==> config.mk <==
export PLATFORM = sky130hd
export DESIGN_NAME = smbus_seq
export DESIGN_NICKNAME = d
export VERILOG_FILES = /design/src/rtl/smbus_seq_pkg.sv /design/src/rtl/smbus_seq_req.sv /design/src/rtl/smbus_seq_buf.sv /design/src/rtl/smbus_seq_tmo.sv /design/src/rtl/smbus_seq_fsm.sv /design/src/rtl/smbus_seq.sv
export SDC_FILE = /design/constraint.sdc
export NUM_CORES = 1
export LEC_CHECK = 0
export ABC_AREA = 0
export BUFFER_PORTS_ARGS = -buffer_cell sky130_fd_sc_hd__buf_2
export CAP_MARGIN = 5
export CORE_ASPECT_RATIO = 1.25
export CORE_MARGIN = 5
export CORE_UTILIZATION = 66
export CTS_CLUSTER_SIZE = 8
export DETAILED_ROUTE_END_ITERATION = 8
export GPL_TIMING_DRIVEN = 0
export PLACE_DENSITY = 0.95
export SYNTH_ARGS = -nofsm -noshare
export SYNTH_HDL_FRONTEND = slang
export SYNTH_SLANG_ARGS = --single-unit
==> constraint.sdc <==
create_clock -name clk -period 7.1 [get_ports clk]
set_input_delay 0.71 -clock clk [delete_from_list [all_inputs] [get_ports clk]]
set_output_delay 0.71 -clock clk [all_outputs]
set_load 0.1 [all_outputs]
==> src/rtl/smbus_seq_pkg.sv <==
package smbus_seq_pkg;

  typedef enum logic [2:0] {
    ST_IDLE   = 3'd0,
    ST_ADDR   = 3'd1,
    ST_CMD    = 3'd2,
    ST_RSTART = 3'd3,
    ST_QUICK  = 3'd4,
    ST_READ   = 3'd5,
    ST_WRITE  = 3'd6
  } seq_state_e;

  localparam logic [2:0] KIND_QUICK = 3'd0;
  localparam logic [2:0] KIND_BYTE  = 3'd1;
  localparam logic [2:0] KIND_BDATA = 3'd2;
  localparam logic [2:0] KIND_WORD  = 3'd3;
  localparam logic [2:0] KIND_BLOCK = 3'd4;

  localparam logic [1:0] RES_OK    = 2'd0;
  localparam logic [1:0] RES_NODEV = 2'd1;
  localparam logic [1:0] RES_IOERR = 2'd2;
  localparam logic [1:0] RES_INVAL = 2'd3;

endpackage

==> src/rtl/smbus_seq_req.sv <==
module smbus_seq_req
  import smbus_seq_pkg::*;
#(
  parameter int MAX_BLK = 32,
  parameter int LENW    = 6
) (
  input  logic [2:0]      kind,
  input  logic            rd,
  input  logic [LENW-1:0] len_in,
  output logic            ok,
  output logic [LENW-1:0] len_out,
  output logic            quick_entry
);

  // Translate a request into a payload length and entry point
  always_comb begin
    ok          = 1'b1;
    len_out     = '0;
    quick_entry = 1'b0;
    case (kind)
      KIND_QUICK: begin
        quick_entry = 1'b1;
        ok          = !rd;          // nothing to read back
      end
      KIND_BYTE: begin
        quick_entry = 1'b1;
        len_out     = LENW'(1);
      end
      KIND_BDATA: len_out = LENW'(1);
      KIND_WORD:  len_out = LENW'(2);
      KIND_BLOCK: begin
        len_out = len_in;
        ok      = (len_in != '0) && (len_in <= LENW'(MAX_BLK));
      end
      default: ok = 1'b0;
    endcase
  end

endmodule

==> src/rtl/smbus_seq_buf.sv <==
module smbus_seq_buf #(
  parameter int DEPTH = 32,
  parameter int IDXW  = 5
) (
  input  logic            clk,
  input  logic            wr_en,
  input  logic [IDXW-1:0] wr_idx,
  input  logic [7:0]      wr_data,
  input  logic [IDXW-1:0] ra_idx,
  output logic [7:0]      ra_data,
  input  logic [IDXW-1:0] rb_idx,
  output logic [7:0]      rb_data
);

  logic [7:0] mem_q [DEPTH];

  // Payload storage: no reset, written with an explicit enable
  always_ff @(posedge clk) begin
    if (wr_en) mem_q[wr_idx] <= wr_data;
  end

  assign ra_data = mem_q[ra_idx];
  assign rb_data = mem_q[rb_idx];

endmodule

==> src/rtl/smbus_seq_tmo.sv <==
module smbus_seq_tmo #(
  parameter int TIMEOUT_CYC = 20_000_000
) (
  input  logic clk,
  input  logic rst_n,
  input  logic clear,
  input  logic run,
  output logic expire
);

  localparam int CW = $clog2(TIMEOUT_CYC + 1);

  logic [CW-1:0] cnt_q;

  always_ff @(posedge clk or negedge rst_n) begin
    if (!rst_n)     cnt_q <= '0;
    else if (clear) cnt_q <= '0;
    else if (run)   cnt_q <= cnt_q + CW'(1);
  end

  assign expire = run && !clear && (cnt_q == CW'(TIMEOUT_CYC - 1));

endmodule

==> src/rtl/smbus_seq_fsm.sv <==
module smbus_seq_fsm
  import smbus_seq_pkg::*;
#(
  parameter int LENW = 6,
  parameter int IDXW = 5
) (
  input  logic            clk,
  input  logic            rst_n,
  input  logic            go,
  input  logic [6:0]      addr7,
  input  logic            rd,
  input  logic [7:0]      code,
  input  logic [2:0]      kind,
  input  logic            req_ok,
  input  logic [LENW-1:0] req_len,
  input  logic            req_quick,
  input  logic            ev_ready,
  input  logic            ev_nack,
  input  logic            ev_berr,
  input  logic            st_master,
  input  logic [7:0]      rx_byte,
  input  logic            tmo_expire,
  input  logic [7:0]      buf_q,
  output logic [IDXW-1:0] buf_idx,
  output logic            buf_we,
  output logic [7:0]      buf_wd,
  output logic            tmo_clear,
  output logic            busy,
  output logic            be_start,
  output logic            be_stop,
  output logic            be_wr,
  output logic [7:0]      be_wdata,
  output logic            be_nack_arm,
  output logic            be_clr,
  output logic            done,
  output logic [1:0]      result,
  output logic            need_reset
);

  seq_state_e      state_q, state_d;
  logic [7:0]      addr_q, addr_d;
  logic [7:0]      code_q, code_d;
  logic [LENW-1:0] rem_q, rem_d;
  logic [IDXW-1:0] idx_q, idx_d;
  logic            cdat_q, cdat_d;     // single-byte write: payload is the code
  logic            start_q, start_d;
  logic            stop_q, stop_d;
  logic            wr_q, wr_d;
  logic [7:0]      wdata_q, wdata_d;
  logic            narm_q, narm_d;
  logic            clr_q, clr_d;
  logic            done_q, done_d;
  logic [1:0]      res_q, res_d;
  logic            need_q, need_d;

  logic ev_any;
  logic accept;

  assign ev_any    = ev_ready | ev_nack | ev_berr;
  assign accept    = (state_q == ST_IDLE) && go && req_ok;
  assign tmo_clear = ev_any | accept;
  assign busy      = (state_q != ST_IDLE);
  assign buf_idx   = idx_q;
  assign buf_wd    = rx_byte;

  // Next-state and action decode
  always_comb begin
    state_d = state_q;
    addr_d  = addr_q;
    code_d  = code_q;
    rem_d   = rem_q;
    idx_d   = idx_q;
    cdat_d  = cdat_q;
    start_d = 1'b0;
    stop_d  = 1'b0;
    wr_d    = 1'b0;
    wdata_d = wdata_q;
    narm_d  = narm_q;
    clr_d   = 1'b0;
    done_d  = 1'b0;
    res_d   = res_q;
    need_d  = need_q;
    buf_we  = 1'b0;

    if (state_q == ST_IDLE) begin
      if (go) begin
        if (!req_ok) begin
          done_d = 1'b1;
          res_d  = RES_INVAL;
        end else begin
          addr_d  = {addr7, rd};
          code_d  = code;
          rem_d   = req_len;
          idx_d   = '0;
          cdat_d  = (kind == KIND_BYTE) && !rd;
          need_d  = 1'b0;
          narm_d  = 1'b0;
          start_d = 1'b1;
          state_d = req_quick ? ST_QUICK : ST_ADDR;
        end
      end
    end else if (ev_any) begin
      if (ev_berr || !st_master) begin
        state_d = ST_IDLE;
        done_d  = 1'b1;
        res_d   = RES_IOERR;
        need_d  = 1'b1;
      end else if (ev_nack) begin
        state_d = ST_IDLE;
        stop_d  = 1'b1;
        clr_d   = 1'b1;
        done_d  = 1'b1;
        res_d   = RES_NODEV;
      end else begin
        case (state_q)
          ST_ADDR: begin
            wr_d    = 1'b1;
            wdata_d = {addr_q[7:1], 1'b0};
            state_d = ST_CMD;
          end
          ST_CMD: begin
            wr_d    = 1'b1;
            wdata_d = code_q;
            state_d = addr_q[0] ? ST_RSTART : ST_WRITE;
          end
          ST_RSTART, ST_QUICK: begin
            start_d = (state_q == ST_RSTART);
            wr_d    = 1'b1;
            wdata_d = addr_q;
            if (addr_q[0]) begin
              narm_d  = (rem_q == LENW'(1));
              state_d = ST_READ;
            end else begin
              state_d = ST_WRITE;
            end
          end
          ST_READ: begin
            narm_d = (rem_q == LENW'(2));
            buf_we = 1'b1;
            idx_d  = idx_q + IDXW'(1);
            rem_d  = rem_q - LENW'(1);
            if (rem_q == LENW'(1)) begin
              stop_d  = 1'b1;
              done_d  = 1'b1;
              res_d   = RES_OK;
              state_d = ST_IDLE;
            end
          end
          ST_WRITE: begin
            if (rem_q == '0) begin
              stop_d  = 1'b1;
              done_d  = 1'b1;
              res_d   = RES_OK;
              state_d = ST_IDLE;
            end else begin
              wr_d    = 1'b1;
              wdata_d = cdat_q ? code_q : buf_q;
              idx_d   = idx_q + IDXW'(1);
              rem_d   = rem_q - LENW'(1);
            end
          end
          default: state_d = ST_IDLE;
        endcase
      end
    end else if (tmo_expire) begin
      state_d = ST_IDLE;
      done_d  = 1'b1;
      res_d   = RES_IOERR;
      need_d  = 1'b1;
    end
  end

  // Registers
  always_ff @(posedge clk or negedge rst_n) begin
    if (!rst_n) begin
      state_q <= ST_IDLE;
      addr_q  <= '0;
      code_q  <= '0;
      rem_q   <= '0;
      idx_q   <= '0;
      cdat_q  <= 1'b0;
      start_q <= 1'b0;
      stop_q  <= 1'b0;
      wr_q    <= 1'b0;
      wdata_q <= '0;
      narm_q  <= 1'b0;
      clr_q   <= 1'b0;
      done_q  <= 1'b0;
      res_q   <= RES_OK;
      need_q  <= 1'b0;
    end else begin
      state_q <= state_d;
      if (accept) begin
        addr_q <= addr_d;
        code_q <= code_d;
        cdat_q <= cdat_d;
      end
      rem_q   <= rem_d;
      idx_q   <= idx_d;
      start_q <= start_d;
      stop_q  <= stop_d;
      wr_q    <= wr_d;
      if (wr_d) wdata_q <= wdata_d;
      narm_q  <= narm_d;
      clr_q   <= clr_d;
      done_q  <= done_d;
      res_q   <= res_d;
      need_q  <= need_d;
    end
  end

  assign be_start    = start_q;
  assign be_stop     = stop_q;
  assign be_wr       = wr_q;
  assign be_wdata    = wdata_q;
  assign be_nack_arm = narm_q;
  assign be_clr      = clr_q;
  assign done        = done_q;
  assign result      = res_q;
  assign need_reset  = need_q;

endmodule

==> src/rtl/smbus_seq.sv <==
module smbus_seq #(
  parameter int MAX_BLK     = 32,
  parameter int TIMEOUT_CYC = 20_000_000,
  parameter int LENW        = $clog2(MAX_BLK + 1),
  parameter int IDXW        = $clog2(MAX_BLK)
) (
  input  logic            clk,
  input  logic            rst_n,
  input  logic            go,
  input  logic [6:0]      addr,
  input  logic            rd_nwr,
  input  logic [7:0]      code,
  input  logic [2:0]      kind,
  input  logic [LENW-1:0] len,
  output logic            busy,
  output logic            done,
  output logic [1:0]      result,
  output logic            need_reset,
  input  logic            buf_we,
  input  logic [IDXW-1:0] buf_widx,
  input  logic [7:0]      buf_wdata,
  input  logic [IDXW-1:0] buf_ridx,
  output logic [7:0]      buf_rdata,
  input  logic            ev_ready,
  input  logic            ev_nack,
  input  logic            ev_berr,
  input  logic            st_master,
  input  logic [7:0]      rx_byte,
  output logic            be_start,
  output logic            be_stop,
  output logic            be_wr,
  output logic [7:0]      be_wdata,
  output logic            be_nack_arm,
  output logic            be_clr
);

  // Reset: asserted asynchronously, released on the clock
  logic [1:0] rsync_q;
  logic       rst_int_n;

  always_ff @(posedge clk or negedge rst_n) begin
    if (!rst_n) rsync_q <= 2'b00;
    else        rsync_q <= {rsync_q[0], 1'b1};
  end
  assign rst_int_n = rsync_q[1];

  logic            req_ok;
  logic [LENW-1:0] req_len;
  logic            req_quick;
  logic            tmo_clear;
  logic            tmo_expire;
  logic [IDXW-1:0] seq_idx;
  logic            seq_we;
  logic [7:0]      seq_wd;
  logic [7:0]      seq_q;
  logic            mem_we;
  logic [IDXW-1:0] mem_widx;
  logic [7:0]      mem_wd;

  smbus_seq_req #(.MAX_BLK(MAX_BLK), .LENW(LENW)) u_req (
    .kind        (kind),
    .rd          (rd_nwr),
    .len_in      (len),
    .ok          (req_ok),
    .len_out     (req_len),
    .quick_entry (req_quick)
  );

  // Sequencer stores take the buffer; host writes only while idle
  assign mem_we   = seq_we | (buf_we & ~busy);
  assign mem_widx = seq_we ? seq_idx : buf_widx;
  assign mem_wd   = seq_we ? seq_wd  : buf_wdata;

  smbus_seq_buf #(.DEPTH(MAX_BLK), .IDXW(IDXW)) u_buf (
    .clk     (clk),
    .wr_en   (mem_we),
    .wr_idx  (mem_widx),
    .wr_data (mem_wd),
    .ra_idx  (seq_idx),
    .ra_data (seq_q),
    .rb_idx  (buf_ridx),
    .rb_data (buf_rdata)
  );

  smbus_seq_tmo #(.TIMEOUT_CYC(TIMEOUT_CYC)) u_tmo (
    .clk    (clk),
    .rst_n  (rst_int_n),
    .clear  (tmo_clear),
    .run    (busy),
    .expire (tmo_expire)
  );

  smbus_seq_fsm #(.LENW(LENW), .IDXW(IDXW)) u_fsm (
    .clk         (clk),
    .rst_n       (rst_int_n),
    .go          (go),
    .addr7       (addr),
    .rd          (rd_nwr),
    .code        (code),
    .kind        (kind),
    .req_ok      (req_ok),
    .req_len     (req_len),
    .req_quick   (req_quick),
    .ev_ready    (ev_ready),
    .ev_nack     (ev_nack),
    .ev_berr     (ev_berr),
    .st_master   (st_master),
    .rx_byte     (rx_byte),
    .tmo_expire  (tmo_expire),
    .buf_q       (seq_q),
    .buf_idx     (seq_idx),
    .buf_we      (seq_we),
    .buf_wd      (seq_wd),
    .tmo_clear   (tmo_clear),
    .busy        (busy),
    .be_start    (be_start),
    .be_stop     (be_stop),
    .be_wr       (be_wr),
    .be_wdata    (be_wdata),
    .be_nack_arm (be_nack_arm),
    .be_clr      (be_clr),
    .done        (done),
    .result      (result),
    .need_reset  (need_reset)
  );

endmodule

== Word level (Yosys, flattened, before mapping) ==
Memory sizes are Yosys's and may differ from the RTL's.
Cells that the tools add are included.

* Flip-flop bits (word level): 75
* Memories kept: 1
* Output and inout port bits: 26
* Logic and storage cells: 187
* Input bits: 59
* Memory bits (writable): 256

* Equal/unequal tests: 25
* Reductions and logical operators: 33
* Muxes and demuxes: 98
* Add/subtract/negate cells: 3
* Bitwise gates (word level): 9
* Magnitude comparators: 1

{| class="wikitable"
|+ Memory list
! name !! words !! width !! read ports !! clocked after memory_dff !! wr ports !! RTL line !! RTL
|-
| u_buf.mem_q || 32 || 8 || 2 || 0 || 1 || smbus_seq_buf.sv:15 || <nowiki>logic [7:0] mem_q [DEPTH];</nowiki>
|}

{| class="wikitable"
|+ Operator list
! cell !! count
|-
| 2-to-1 mux 25 bit || 2
|-
| 2-to-1 mux 1 bit || 47
|-
| 2-to-1 mux 6 bit || 7
|-
| 2-to-1 mux 5 bit || 8
|-
| 2-to-1 mux 3 bit || 11
|-
| case mux 8 bit (4 select lines) || 1
|-
| adder 25 x 1 -> 25 bit (second input constant) || 1
|-
| == test 25 bit (second input constant) || 1
|-
| 2-to-1 mux 8 bit || 3
|-
| AND reduction 7 bit || 3
|-
| 2-to-1 mux 2 bit || 10
|-
| != test 6 bit (second input constant) || 3
|-
| case mux 6 bit (3 select lines) || 1
|-
| case mux 3 bit (5 select lines) || 1
|-
| == test 3 x 2 -> 1 bit (second input constant) || 4
|-
| == test 3 bit (second input constant) || 4
|-
| case mux 6 bit (2 select lines) || 1
|-
| nonzero test 3 bit || 4
|-
| case mux 5 bit (2 select lines) || 1
|-
| AND reduction 4 bit || 2
|-
| == test 3 x 1 -> 1 bit (second input constant) || 2
|-
| == test 6 x 1 -> 1 bit (second input constant) || 1
|-
| == test 6 x 2 -> 1 bit (second input constant) || 1
|-
| <= comparator 6 bit (second input constant) || 1
|-
| 26 further kinds || 49
|}

== Longest topological paths before layout ==
* Depth after elaboration: 11
* Mapped depth: 9
* Mapped depth without buffers: 7

== Cells and area by module ==
A second synthesis with hierarchy kept.

* Cell total of the unflattened synthesis: 984
* Area, all modules: 16204.3 µm²

{| class="wikitable"
|+ By module, submodules not included
! module !! seq. area each (µm²) !! times used !! area each (µm²) !! cells an instance
|-
| smbus_seq_buf || 7687.4 || 1 || 11887.7 || 516
|-
| smbus_seq_fsm || 1201.2 || 1 || 2647.5 || 293
|-
| smbus_seq_tmo || 625.6 || 1 || 1315.0 || 136
|-
| smbus_seq || 50.0 || 1 || 224.0 || 19
|-
| smbus_seq_req || 0.0 || 1 || 130.1 || 20
|}

== Worst setup path before layout ==
Ideal clock, no wire load.

* Kind: input port to output port
* Start point: in buf_ridx[1]
* End point: out buf_rdata[0]
* Buffers on the path: 2
* Data arrival time: 2627 ps
* Path slack: 3763 ps
* Data required time: 6390 ps
* Stages: 5
* Cell sequence: clkbuf_1 > buf_1 > mux4_2 > mux4_2 > mux2_2

* Longest elaborated chain between the ends: 1

{| class="wikitable"
|+ Ends and longest elaborated chain
! item !! RTL line !! RTL
|-
| from (decl) || smbus_seq.sv:22 || <nowiki>input logic [IDXW-1:0] buf_ridx,</nowiki>
|-
| memory (32 x 8 bit) || - ||
|-
| to (decl) || smbus_seq.sv:23 || <nowiki>output logic [7:0] buf_rdata,</nowiki>
|}

No other way between the ends.

== Worst setup path in the final report ==
* Start point: in buf_ridx[1]
* End point: out buf_rdata[3]

Same word-level chain as after synthesis.

==> flow_summary.yaml <==
clocking:
  htree_levels: 2
  clk_pin_slew_ns: 0.05
  cts.sinks: 331
  numCtsBuffers: 47
  post_cts.repair.setup_buffers: 0
  clock_latency_ns: 0.54
  root_buffer: "clkbuf_16"
  clockBufferDepth: 3
  cts_tree: "yes"
timing:
  slew_headroom_pct: -1.454
  report.final.slew_viol_count: 9
  fin_crit_sh_pct: 62.67
  setup_ws_ns: 2.651
  fin_skew_ns: 0.01958
  min_period_ns: 4.449
  finalSetupViolations: 0
  fin_setup_tns_ns: 0
  worst_pin_slew_ns: 1.510
  max_freq_mhz: 224.7
  rsz0062_at_grt: "no"
  hold_violations: 0
job:
  maxCapViolCount: 1
pwr:
  comb_power_share_pct: 27.6
  leakagePower_nw: 6.423
  clkPwrFrac_pct: 33.3
  ir_drop_v: 0.0002787
  p_per_area_mw_per_mm2: 319.8
  p_int_mw: 3.917
  swShare_pct: 33.86
  seqPwrFrac_pct: 39.1
  p_sw_mw: 2.006
worst_setup_path:
  cp-start-kind: "primary input"
  required_ns: 6.39
  critPathCaptureType: "output port"
  path_max_fanout: 10
  worstSetupPathType: "in2out"
  cp.arrival_ns: 3.74
run_status:
  violations: "design-rule violations, max-capacitance violations, max-slew violations"
  status: "complete, but fails checks"
yosys:
  synth_nets: 1168
  synth_top_cell_by_area: "edfxtp_1"
  yosysMostFrequentCell: "edfxtp_1"
  netlist_top_cells_area: "edfxtp_1 (47%), mux4_2 (17%), dfrtp_1 (12%), mux2i_1 (2.6%), nand2_1 (2.2%)"
  synthArstFlopShare_pct: 22.66
  yosys_warnings: 0
  avgSynthCellArea_um2: 14.75
  synth-seq-area-share_pct: 58.78
  synth_cell_type_count: 73
  synth_commonest_cells: "edfxtp_1 (256), mux4_2 (125), nand2_1 (97)"
  synth_edf_count: 256
  synth_top_area_share_pct: 47.25
  yosys_register_bits: 331
  netlist_area_mm2: 0.01627
  syn_inst: 1103
  ys.flop_type: "edfxtp_1"
global_route:
  gr-total-overflow: 0
  grt_max_degree: 74
  antenna_found_initial: 2
  gr-usage-all-layers_pct: 36.46
  grt_pass1_wl_um: 73940
  grt_pass1_vias: 11880
floorplan:
  dieWidth_um: 150.4
  dieArea_mm2: 0.02791
  num_rows: 64
  core_area_mm2: 0.02442
  ioPinCount: 85
  die_y_um: 185.5
  initial_core_util_pct: 66.62
finish:
  areaGrowthSynthToFinish_pct: 13.82
  utilization_pct: 75.82
  drive_above_1_share_pct: 28.02
  nNetsFinal: 1310
drt:
  dr.pass1.iters: 9
  antenna_left: 0
  totalWireLength_um: 50600
  vias: 12010
  via_per_inst: 7.543
  wl_per_cell_um: 31.79
  drt_iter0_drc: 2103
  drcViolationCount: 28
placement:
  dp_hpwl_um: 33170
  routabilityCongestion: 1.002
  portBuffers: 78
  dp_worst_setup_slack_ns: 2.879
worst_hold_path:
  hold_path_class: "reg2async"
-- state kept, by name, indices dropped and copies added (netlist names) --
name	count
u_tmo.cnt_q	25
u_fsm.result	2
u_fsm.be_wr	1
u_buf.mem_q	256
u_fsm.be_clr	1
u_fsm.be_stop	1
u_fsm.be_nack_arm	1
rsync_q	2
u_fsm.buf_idx	5
u_fsm.be_start	1
u_fsm.rem_q	6
u_fsm.need_reset	1
u_fsm.cdat_q	1
u_fsm.state_q	3
u_fsm.be_wdata	8
u_fsm.done	1
u_fsm.code_q	8
u_fsm.addr_q	8
-- per-stage QoR --
stage	total power [mW]	area [um2]	std cells	hold slack, ns
finish	5.923	18520	1592	0.3318
global placement	3.847	17070	1511	0.3375
CTS	5.857	18420	1579	0.3557
detailed placement	3.899	17160	1514	0.3396
global route	6.062	18510	1590	0.3640
floorplan	3.478	16270	1103	0.3312
-- cell usage in the layout, fill, tap and decap left out, drive strengths merged, types with 4 or more instances in the layout --
cell type / instances
edfxtp: 256
buf: 128
mux4: 125
nand2: 97
clkbuf: 96
dfrtp: 75
nor2: 64
nor3: 56
o21ai: 55
mux2i: 43
a21oi: 32
mux2: 19
nand3: 18
a31oi: 14
inv: 13
o22ai: 12
a22oi: 11
a211oi: 11
nand4: 10
nor2b: 9
and3: 8
nand2b: 8
xor2: 8
o211ai: 7
o31ai: 6
ha: 6
nor4: 6
a2bb2oi: 5
a41o: 4
a22o: 4
xnor2: 4
-- final cells by class --
type | count | area [um2]
sequential | 331 | 9568
buffer | 70 | 349.1
fill | 1338 | 5904
antenna | 2 | 5.005
tap | 330 | 412.9
timing repair buffer | 93 | 518.0
clock inverter | 2 | 16.27
inverter | 12 | 45.04
clock buffer | 62 | 1232
multi-input combinational | 690 | 6372
-- timing repair --
item                                    in CTS  in global routing
endpoints found under the setup margin       0                  0
endpoints found under the hold margin        2                  0
hold buffers                                 1                  0
resized for setup                            0                  0
-- path summary, 6_finish.rpt --
check	depth (start not counted)	endpoint	slack [ns]	startpoint
setup / recovery	6	buf_rdata[3]	2.65	buf_ridx[1]
hold / removal	1	u_fsm.be_wdata[4]	0.33	rsync_q[1]
setup reg to reg	5	u_buf.mem_q[7][3]	3.04	u_fsm.state_q[2]
hold reg to reg	1	u_fsm.be_wdata[4]	0.33	rsync_q[1]
max in group asynchronous	1	u_tmo.cnt_q[6]	6.44	rsync_q[1]
min in group clk	0	rsync_q[1]	0.35	rsync_q[0]
-- cell families after synthesis --
logic type               Yosys count  synth area share (%)
multiplexers                     187                 21.26
XOR/XNOR                          12                0.6460
buffers and inverters             82                 2.422
adder cells (fa/ha/maj)            6                0.4614
flip-flops                       331                 58.78
AO/OA/AOI/OAI                    186                 7.436
AND/OR/NAND/NOR                  298                 8.966
other                              1               0.02305
-- critical path: stages --
cell,delay (ns)
clkbuf_1,0.43
clkbuf_1,0.86
mux4_2,0.46
mux4_2,0.59
mux2_2,0.35
buf_2,0.31
-- metal layers --
metal / up-vias / wire length, um / track usage [%]
met5: - / 0 / 0
met2: 1221 / 23440 / 58.20
met1: 5770 / 15890 / 43.39
met3: 312 / 7274 / 12.69
li1: 4706 / - / -
met4: 0 / 4001 / 20.87
-- power groups by stage --
stage,logic [mW],registers [mW],clock network (mW)
after floorplan,0.904,2.57,0
after global placement,1.51,2.34,0
after detailed placement,1.56,2.34,0
after CTS,1.58,2.31,1.96
after global routing,1.69,2.32,2.05
final,1.64,2.31,1.97
No activity file was read; power rests on OpenSTA's default activity.
